**config.mk**
```make
export PLATFORM = sky130hd
export DESIGN_NAME = ir_frame_tx
export DESIGN_NICKNAME = d
export VERILOG_FILES = /design/src/rtl/ir_tx_pkg.sv /design/src/rtl/ir_bit_timer.sv /design/src/rtl/ir_carrier.sv /design/src/rtl/ir_frame_ctrl.sv /design/src/rtl/ir_frame_tx.sv
export SDC_FILE = /design/constraint.sdc
export NUM_CORES = 1
export LEC_CHECK = 0
export BUFFER_PORTS_ARGS = -buffer_cell sky130_fd_sc_hd__buf_2
export CORE_MARGIN = 2
export CORE_UTILIZATION = 50
export CTS_BUF_LIST = sky130_fd_sc_hd__clkbuf_16
export CTS_CLUSTER_DIAMETER = 150
export DETAILED_ROUTE_END_ITERATION = 16
export PLACE_DENSITY = 0.7
export RECOVER_POWER = 25
export SLEW_MARGIN = 20
export SYNTH_ARGS = -nofsm -noshare
export SYNTH_HDL_FRONTEND = slang
export SYNTH_SLANG_ARGS = --single-unit
```
**constraint.sdc**
```tcl
create_clock -name clk -period 3.7 [get_ports clk]
set_input_delay 0.555 -clock clk [delete_from_list [all_inputs] [get_ports clk]]
set_output_delay 0.555 -clock clk [all_outputs]
set_load 0.01 [all_outputs]
```
**src/rtl/ir_tx_pkg.sv**
```systemverilog
package ir_tx_pkg;

  typedef enum logic [1:0] {
    MODE_RUN    = 2'b00,
    MODE_FAST_B = 2'b01,
    MODE_FAST_A = 2'b10,
    MODE_CLEAR  = 2'b11
  } tx_mode_e;

  // fast timing is used by both test selections
  function automatic logic mode_is_fast(input logic [1:0] m);
    return (m == MODE_FAST_A) || (m == MODE_FAST_B);
  endfunction

  function automatic logic mode_is_clear(input logic [1:0] m);
    return m == MODE_CLEAR;
  endfunction

  // biphase line level: a one is low then high, a zero high then low
  function automatic logic biphase_level(input logic data, input logic late_half);
    return late_half ? data : ~data;
  endfunction

endpackage

```
**src/rtl/ir_bit_timer.sv**
```systemverilog
module ir_bit_timer #(
  parameter int BIT_TICKS  = 768,
  parameter int FAST_TICKS = 4,
  parameter int SLOT_BITS  = 64,
  localparam int TICK_W = $clog2(BIT_TICKS),
  localparam int IDX_W  = $clog2(SLOT_BITS)
) (
  input  logic              clk,
  input  logic              rst_n,
  input  logic              clear,
  input  logic              run,
  input  logic              tick,
  input  logic              fast,
  output logic [TICK_W-1:0] tick_cnt,
  output logic [IDX_W-1:0]  bit_idx,
  output logic              late_half,
  output logic              bit_end,
  output logic              slot_end
);

  localparam logic [TICK_W-1:0] LIM_RUN   = TICK_W'(BIT_TICKS - 1);
  localparam logic [TICK_W-1:0] LIM_FAST  = TICK_W'(FAST_TICKS - 1);
  localparam logic [TICK_W-1:0] HALF_RUN  = TICK_W'(BIT_TICKS / 2);
  localparam logic [TICK_W-1:0] HALF_FAST = TICK_W'(FAST_TICKS / 2);
  localparam logic [IDX_W-1:0]  LAST_BIT  = IDX_W'(SLOT_BITS - 1);

  logic [TICK_W-1:0] lim;
  logic [TICK_W-1:0] half;

  assign lim       = fast ? LIM_FAST : LIM_RUN;
  assign half      = fast ? HALF_FAST : HALF_RUN;
  assign late_half = tick_cnt >= half;
  // >= rather than == so a switch to fast timing mid-bit still ends the bit
  assign bit_end   = run && tick && (tick_cnt >= lim);
  assign slot_end  = bit_end && (bit_idx == LAST_BIT);

  always_ff @(posedge clk or negedge rst_n) begin
    if (!rst_n) begin
      tick_cnt <= '0;
      bit_idx  <= '0;
    end else if (clear || !run) begin
      tick_cnt <= '0;
      bit_idx  <= '0;
    end else if (tick) begin
      if (bit_end) begin
        tick_cnt <= '0;
        bit_idx  <= slot_end ? '0 : bit_idx + 1'b1;
      end else begin
        tick_cnt <= tick_cnt + 1'b1;
      end
    end
  end

endmodule

```
**src/rtl/ir_carrier.sv**
```systemverilog
module ir_carrier #(
  parameter int DIV  = 12,
  parameter int HIGH = 3,
  localparam int CW  = $clog2(DIV)
) (
  input  logic clk,
  input  logic rst_n,
  input  logic clear,
  input  logic run,
  input  logic tick,
  input  logic restart,
  output logic car_on
);

  localparam logic [CW-1:0] LAST = CW'(DIV - 1);
  localparam logic [CW-1:0] ONS  = CW'(HIGH);

  logic [CW-1:0] cnt;

  always_ff @(posedge clk or negedge rst_n) begin
    if (!rst_n) begin
      cnt <= '0;
    end else if (clear || !run || (tick && restart)) begin
      cnt <= '0;
    end else if (tick) begin
      cnt <= (cnt == LAST) ? '0 : cnt + 1'b1;
    end
  end

  assign car_on = run && (cnt < ONS);

endmodule

```
**src/rtl/ir_frame_ctrl.sv**
```systemverilog
module ir_frame_ctrl #(
  parameter int SYS_W = 5,
  parameter int CMD_W = 6,
  localparam int FRAME_BITS = 3 + SYS_W + CMD_W
) (
  input  logic                  clk,
  input  logic                  rst_n,
  input  logic                  clear,
  input  logic                  tick,
  input  logic                  code_valid,
  input  logic                  key_release,
  input  logic [SYS_W-1:0]      sys_in,
  input  logic [CMD_W-1:0]      cmd_in,
  input  logic                  slot_end,
  output logic                  busy,
  output logic                  rel_pend,
  output logic [FRAME_BITS-1:0] frame_word
);

  logic             toggle;
  logic [SYS_W-1:0] sys_q;
  logic [CMD_W-1:0] cmd_q;
  logic             start_evt;
  logic             rel_evt;
  logic             stop_evt;

  assign start_evt = tick && !busy && code_valid && !clear;
  assign rel_evt   = tick && busy && key_release;
  assign stop_evt  = busy && slot_end && (rel_pend || rel_evt);

  always_ff @(posedge clk or negedge rst_n) begin
    if (!rst_n) begin
      busy     <= 1'b0;
      toggle   <= 1'b0;
      rel_pend <= 1'b0;
      sys_q    <= '0;
      cmd_q    <= '0;
    end else if (clear) begin
      busy     <= 1'b0;
      toggle   <= 1'b0;
      rel_pend <= 1'b0;
    end else if (start_evt) begin
      busy  <= 1'b1;
      sys_q <= sys_in;
      cmd_q <= cmd_in;
    end else if (stop_evt) begin
      busy     <= 1'b0;
      rel_pend <= 1'b0;
      toggle   <= ~toggle;
    end else if (rel_evt) begin
      rel_pend <= 1'b1;
    end
  end

  // sent MSB first: two start ones, toggle, system, command
  assign frame_word = {2'b11, toggle, sys_q, cmd_q};

endmodule

```
**src/rtl/ir_frame_tx.sv**
```systemverilog
module ir_frame_tx #(
  parameter int BIT_TICKS  = 768,
  parameter int FAST_TICKS = 4,
  parameter int SLOT_BITS  = 64,
  parameter int SYS_W      = 5,
  parameter int CMD_W      = 6,
  parameter int CAR_DIV    = 12,
  parameter int CAR_HIGH   = 3
) (
  input  logic             clk,
  input  logic             rst_n,
  input  logic             clk_en,
  input  logic             code_valid,
  input  logic             key_release,
  input  logic [SYS_W-1:0] sys_code,
  input  logic [CMD_W-1:0] cmd_code,
  input  logic [1:0]       mode_sel,
  output logic             code_out,
  output logic             code_oe,
  output logic             mcode_out,
  output logic             mcode_oe
);
  import ir_tx_pkg::*;

  localparam int FRAME_BITS = 3 + SYS_W + CMD_W;
  localparam int TICK_W     = $clog2(BIT_TICKS);
  localparam int IDX_W      = $clog2(SLOT_BITS);

  logic                  clear;
  logic                  fast;
  logic                  busy;
  logic                  rel_pend;
  logic [FRAME_BITS-1:0] frame_word;
  logic [FRAME_BITS-1:0] shifted;
  logic [TICK_W-1:0]     tick_cnt;
  logic [IDX_W-1:0]      bit_idx;
  logic                  late_half;
  logic                  bit_end;
  logic                  slot_end;
  logic                  car_on;
  logic                  in_frame;
  logic                  cur_bit;

  assign clear = mode_is_clear(mode_sel);
  assign fast  = mode_is_fast(mode_sel);

  ir_frame_ctrl #(.SYS_W(SYS_W), .CMD_W(CMD_W)) u_ctrl (
    .clk        (clk),
    .rst_n      (rst_n),
    .clear      (clear),
    .tick       (clk_en),
    .code_valid (code_valid),
    .key_release(key_release),
    .sys_in     (sys_code),
    .cmd_in     (cmd_code),
    .slot_end   (slot_end),
    .busy       (busy),
    .rel_pend   (rel_pend),
    .frame_word (frame_word)
  );

  ir_bit_timer #(.BIT_TICKS(BIT_TICKS), .FAST_TICKS(FAST_TICKS), .SLOT_BITS(SLOT_BITS)) u_timer (
    .clk      (clk),
    .rst_n    (rst_n),
    .clear    (clear),
    .run      (busy),
    .tick     (clk_en),
    .fast     (fast),
    .tick_cnt (tick_cnt),
    .bit_idx  (bit_idx),
    .late_half(late_half),
    .bit_end  (bit_end),
    .slot_end (slot_end)
  );

  ir_carrier #(.DIV(CAR_DIV), .HIGH(CAR_HIGH)) u_car (
    .clk    (clk),
    .rst_n  (rst_n),
    .clear  (clear),
    .run    (busy),
    .tick   (clk_en),
    .restart(slot_end),
    .car_on (car_on)
  );

  assign shifted   = frame_word << bit_idx;
  assign cur_bit   = shifted[FRAME_BITS-1];
  assign in_frame  = bit_idx < IDX_W'(FRAME_BITS);

  assign code_out  = busy && in_frame && biphase_level(cur_bit, late_half);
  assign mcode_out = code_out && car_on;
  assign code_oe   = busy;
  assign mcode_oe  = busy;

endmodule

```
# Yosys cells after proc, flatten, opt, wreduce, memory -nomap -nowiden
# Cells that the tools add are included.
totals:
  input_bits: 18
  romBits: 0
  ramBits: 0
  out_inout_bits: 4
  latch_bits: 0
  memories: 0
  register_bits: 34
op_classes:
  n_shift: 1
  n_lt_le_gt_ge: 4
  n_bitwise: 3
  n_mul: 0
  n_mux: 23
  div_mod_pow: 0
  reduce_logical: 30
  add_sub_neg: 3
  n_eq_ne: 6
ops:
  columns: ["op", "count"]
  rows:
  - ["$mux W10", 4]
  - ["$mux W6", 4]
  - ["$ge A10 B10 Y1", 2]
  - ["$logic_and A1 B1 Y1", 14]
  - ["$shl A14 B6 Y14", 1]
  - ["$mux W4", 3]
  - ["$mux W1", 11]
  - ["$add A10 B1 Y10 const B", 1]
  - ["$mux W9", 1]
  - ["$reduce_and A2 Y1", 4]
  - ["$reduce_bool A2 Y1", 4]
  - ["$add A6 B1 Y6 const B", 1]
  - ["$eq A6 B6 Y1 const B", 1]
  - ["$lt A6 B4 Y1 const B", 1]
  - ["$reduce_bool A3 Y1", 2]
  - ["$add A4 B1 Y4 const B", 1]
  - ["$eq A2 B2 Y1 const B", 2]
  - ["$eq A4 B4 Y1 const B", 1]
  - ["$logic_or A1 B1 Y1", 4]
  - ["$lt A4 B2 Y1 const B", 1]
  - ["$not A1 Y1", 3]
  - ["$eq A2 B1 Y1 const B", 1]
  - ["$logic_not A1 Y1", 2]
  - ["$ne A2 B1 Y1 const B", 1]

# Logic depth before layout (Yosys ltp)
depth:
  depth_word: 11
  mapped_depth: 8

# Cells and area by module
# Synthesis repeated with hierarchy kept, for this count alone.
hier_totals:
  cells_unflattened: 204
  area_unflattened_um2: 2168.3
by_module_without_submodules:
  columns: ["mod", "cells_per_inst", "area_each_um2", "n_inst"]
  rows:
  - ["ir_bit_timer", 118, 1081.0, 1]
  - ["ir_frame_ctrl", 42, 626.9, 1]
  - ["ir_carrier", 23, 246.5, 1]
  - ["ir_frame_tx", 21, 214.0, 1]

# Worst setup path before layout
# Ideal clock, no wire load.
synth_timing:
  path_kind: "input to output"
  start: "input port mode_sel[0]"
  end: "output port mcode_out"
  path_slack_ns: 1.013
  required_time_ns: 3.145
  arrival_time_ns: 2.132
  stages: 7
  cell_sequence: "ha_1 ha_1 nor2b_1 o41ai_1 a21oi_1 xnor2_1 nor3_2"
synth_between:
  elab_chain_len: 7
synth_rtl:
  columns: ["item", "line", "source"]
  rows:
  - ["start: declaration", "ir_frame_tx.sv:17", "input logic [1:0] mode_sel,"]
  - ["$eq A2 B2 Y1 or $eq A2 B1 Y1 (tied branches)", "ir_tx_pkg.sv:12", "return (m == MODE_FAST_A) || (m == MODE_FAST_B);"]
  - ["$logic_or A1 B1 Y1 *", "ir_tx_pkg.sv:12", null]
  - ["$mux W9 *", "ir_bit_timer.sv:31", "assign half = fast ? HALF_FAST : HALF_RUN;"]
  - ["$ge A10 B10 Y1 *", "ir_bit_timer.sv:32", "assign late_half = tick_cnt >= half;"]
  - ["$mux W1 *", "ir_tx_pkg.sv:21", "return late_half ? data : ~data;"]
  - ["$logic_and A1 B1 Y1 *", "ir_frame_tx.sv:90", "assign code_out = busy && in_frame && biphase_level(cur_bit, late_half);"]
  - ["$logic_and A1 B1 Y1 *", "ir_frame_tx.sv:91", "assign mcode_out = code_out && car_on;"]
  - ["end: declaration", "ir_frame_tx.sv:20", "output logic mcode_out,"]
# Every way passes the cells marked *; elsewhere a longest branch is shown, timed or not.

# Worst setup path after layout
# Same ends and word-level chain as after synthesis.

==> results.json <==
{
  "r2r_start": "u_timer.tick_cnt[2]",
  "nNetsFinal": 258,
  "syn-instance-count": 204,
  "critPathKind": "input pin to output port",
  "synth_common_cells": "dfrtp_1, nor3_1, nand2_1",
  "ff2ff_setup_slack_ns": 1.68,
  "rsz0062_at_grt": "false",
  "fin_crit_sh": 0.818,
  "required_ns": 3.14,
  "run_status": "finished, violations left",
  "clk_latency_ns": 0.28,
  "grt_pass1_wl_um": 7040,
  "grt_max_degree": 35,
  "r2r-end": "u_timer.tick_cnt[6]",
  "slowest_delay_ns": 0.47,
  "final_layout_size_suffix_gt1_frac": 0.180,
  "reg2reg_depth": 7,
  "overflow": 0,
  "numClockSinks": 34,
  "worst_pin_slew_ns": 1.82,
  "tritoncts": "done",
  "synth-async-reset-ratio": 1.00,
  "combPwrFrac": 0.124,
  "via_count": 1579,
  "violations": "capacitance limit, slew limit",
  "p_leak_uw": 0.00104,
  "numCtsBuffers": 5,
  "dpl.hpwl_um": 2900,
  "yosysMostFrequentCell": "dfrtp_1",
  "max_freq_ghz": 0.331,
  "yosysUniqueCellTypes": 47,
  "max-clock-path-buffers": 2,
  "worstPathMaxFanout": 9,
  "ys_top_cells_by_area": "dfrtp_1, ha_1, nor3_1",
  "endpoint": "mcode_out",
  "arrival_ns": 2.47,
  "synth_edf_count": 0,
  "synth_top_cell_by_area": "dfrtp_1",
  "die-height_um": 67.8,
  "end_kind": "output port",
  "antenna_cells": 0,
  "cts-resized-gates": 0,
  "power_frac_clock": 0.486,
  "io_pins": 22,
  "startpoint": "mode_sel[0]",
  "rows": 23,
  "cp_top_family": "adder cells",
  "min_period_ns": 3.02,
  "antenna_found_initial": 0,
  "die_area_um2": 4590,
  "drt_iter0_markers": 91,
  "clk_pin_slew_ns": 0.06,
  "p_seq_frac": 0.390,
  "cp.depth": 9,
  "synth_top_area_frac": 0.418,
  "syn2layout_area_growth_pct": 16.9,
  "cellPowerDensity_nw_per_um2": 477,
  "synth_flop_cell": "dfrtp_1",
  "ys_seq_area_frac": 0.418,
  "netlist_area_um2": 2030,
  "skew_ns": 0.00483,
  "vias_per_cell": 5.68,
  "routedWlPerCell_um": 15.0,
  "crit_chain": "buf_2 -> ha_1 -> ha_1 -> nor2b_1 -> o41ai_1 -> a21oi_1 -> xnor2_1 -> nor3_2 -> buf_2",
  "synth.ff_latch_count": 34,
  "internal-power_uw": 870,
  "core_area_um2": 3940,
  "report.final.slew_viol_count": 35,
  "dpl.cell_count": 270,
  "setup_tns_ns": 0,
  "setup_viol": 0,
  "maxSlewHeadroom": -0.210,
  "cts_root_buffer": "clkbuf_16",
  "grt_pass1_vias": 1485,
  "worst_path_max_delay_cell": "ha_1",
  "irDropWorstVdd_mv": 0.376,
  "dr.pass1.iters": 4,
  "cp-start-kind": "input pin",
  "cts.htree.levels": 2,
  "syn_nets": 235,
  "yosysWarnings": 0,
  "ant_nets": 0,
  "finalHoldViolations": 0,
  "path_buf_inv": 2,
  "gp_congestion": 0.822,
  "power.switching_uw": 263,
  "io_buffers": 21,
  "maxCapViolations": 1,
  "fin_cells": 278,
  "route.detailed.drc": 0,
  "postCtsSetupBuffers": 0,
  "routed_wl_um": 4170,
  "sw_frac_of_total": 0.232,
  "synth.avg_cell_area_um2": 9.97,
  "ctsHoldBuffers": 0,
  "die_w_um": 67.8,
  "grt_use_total": 0.207,
  "start_util": 0.516,
  "min_path_type": "register to register"
}
-- sequential cells by signal, summed over array words and instances (netlist names) --
name	flops
u_ctrl.busy	1
u_timer.tick_cnt	10
u_ctrl.toggle	1
u_timer.bit_idx	6
u_ctrl.cmd_q	6
u_ctrl.sys_q	5
u_ctrl.rel_pend	1
u_car.cnt	4
-- worst min-delay path by stage --
stage	start	end	slack [ns]	depth (start not counted)
6_report	u_ctrl.sys_q[3]	u_ctrl.sys_q[3]	0.48	1
5_1_grt	sys_code[1]	u_ctrl.sys_q[1]	0.49	2
4_1_cts	rst_n	u_car.cnt[2]	0.37	1
3_5_place_dp	u_ctrl.sys_q[3]	u_ctrl.sys_q[3]	0.47	1
3_3_place_gp	u_ctrl.cmd_q[0]	u_ctrl.cmd_q[0]	0.46	1
2_1_floorplan	rst_n	u_car.cnt[0]	0.26	0
-- worst reg2reg max path: stages (launching register included) --
cell and delay (ns):
dfrtp_1 0.45, ha_1 0.32, a21oi_1 0.16, o22ai_1 0.11, o211ai_1 0.16, buf_4 0.21, nand2_1 0.26, nor3_1 0.26
-- cell families after synthesis --
group | synth area share
buffers and inverters | 0.0400
multiplexers | 0.108
AO/OA/AOI/OAI | 0.127
adder cells (fa/ha/maj) | 0.0800
AND/OR/NAND/NOR | 0.188
flip-flops | 0.418
XOR/XNOR | 0.0388
-- routing by layer --
metal	part of all wire	vias to the layer above	track usage	routed length, um
met3	0.033	6	0.0500	137
met4	0.015	0	0.0675	61
met1	0.53	757	0.302	2200
met5	0	-	0	0
met2	0.43	31	0.299	1780
li1	-	785	-	-
-- power groups by stage --
stage	Clock, uW	Combinational (uW)	Sequential, uW
after floorplan	0	99.5	440
final	550	141	442
after CTS	560	143	442
after global routing	576	158	447
after detailed placement	0	140	448
after global placement	0	136	446
-- final cells by class --
cell class	instances	area, um^2
Clock buffer	5	125
Clock inverter	3	68.8
Fill cell	342	1570
Inverter	9	33.8
Multi-Input combinational cell	152	1100
Sequential cell	34	851
Tap cell	50	62.6
Timing Repair Buffer	25	134
-- through the flow --
stage	setup slack (ns)	area (um^2)	power [uW]	util	hold slack, ns
4_1_cts	0.683	2380	1140	0.603	0.373
3_5_place_dp	0.704	2180	588	0.554	0.475
6_report	0.675	2380	1130	0.603	0.482
2_1_floorplan	1.01	2030	539	-	0.259
3_3_place_gp	0.726	2180	582	0.554	0.462
5_1_grt	0.486	2380	1180	0.603	0.491
-- layout by cell type (no fill, tap or decap), drive strengths merged, types with 2 or more instances in the layout --
cell	n
dfrtp	34
buf	24
nor3	19
nand2	15
ha	13
mux2	13
a21oi	12
inv	9
nand3	9
nor2	8
nor2b	6
xnor2	6
nand2b	6
clkbuf	6
mux2i	5
and3	4
xor2	3
a21boi	3
o211ai	3
o21ai	3
a22oi	2
nand4	2
o2bb2ai	2
o32ai	2
bufinv	2
Power figures use the tool's default switching activity.
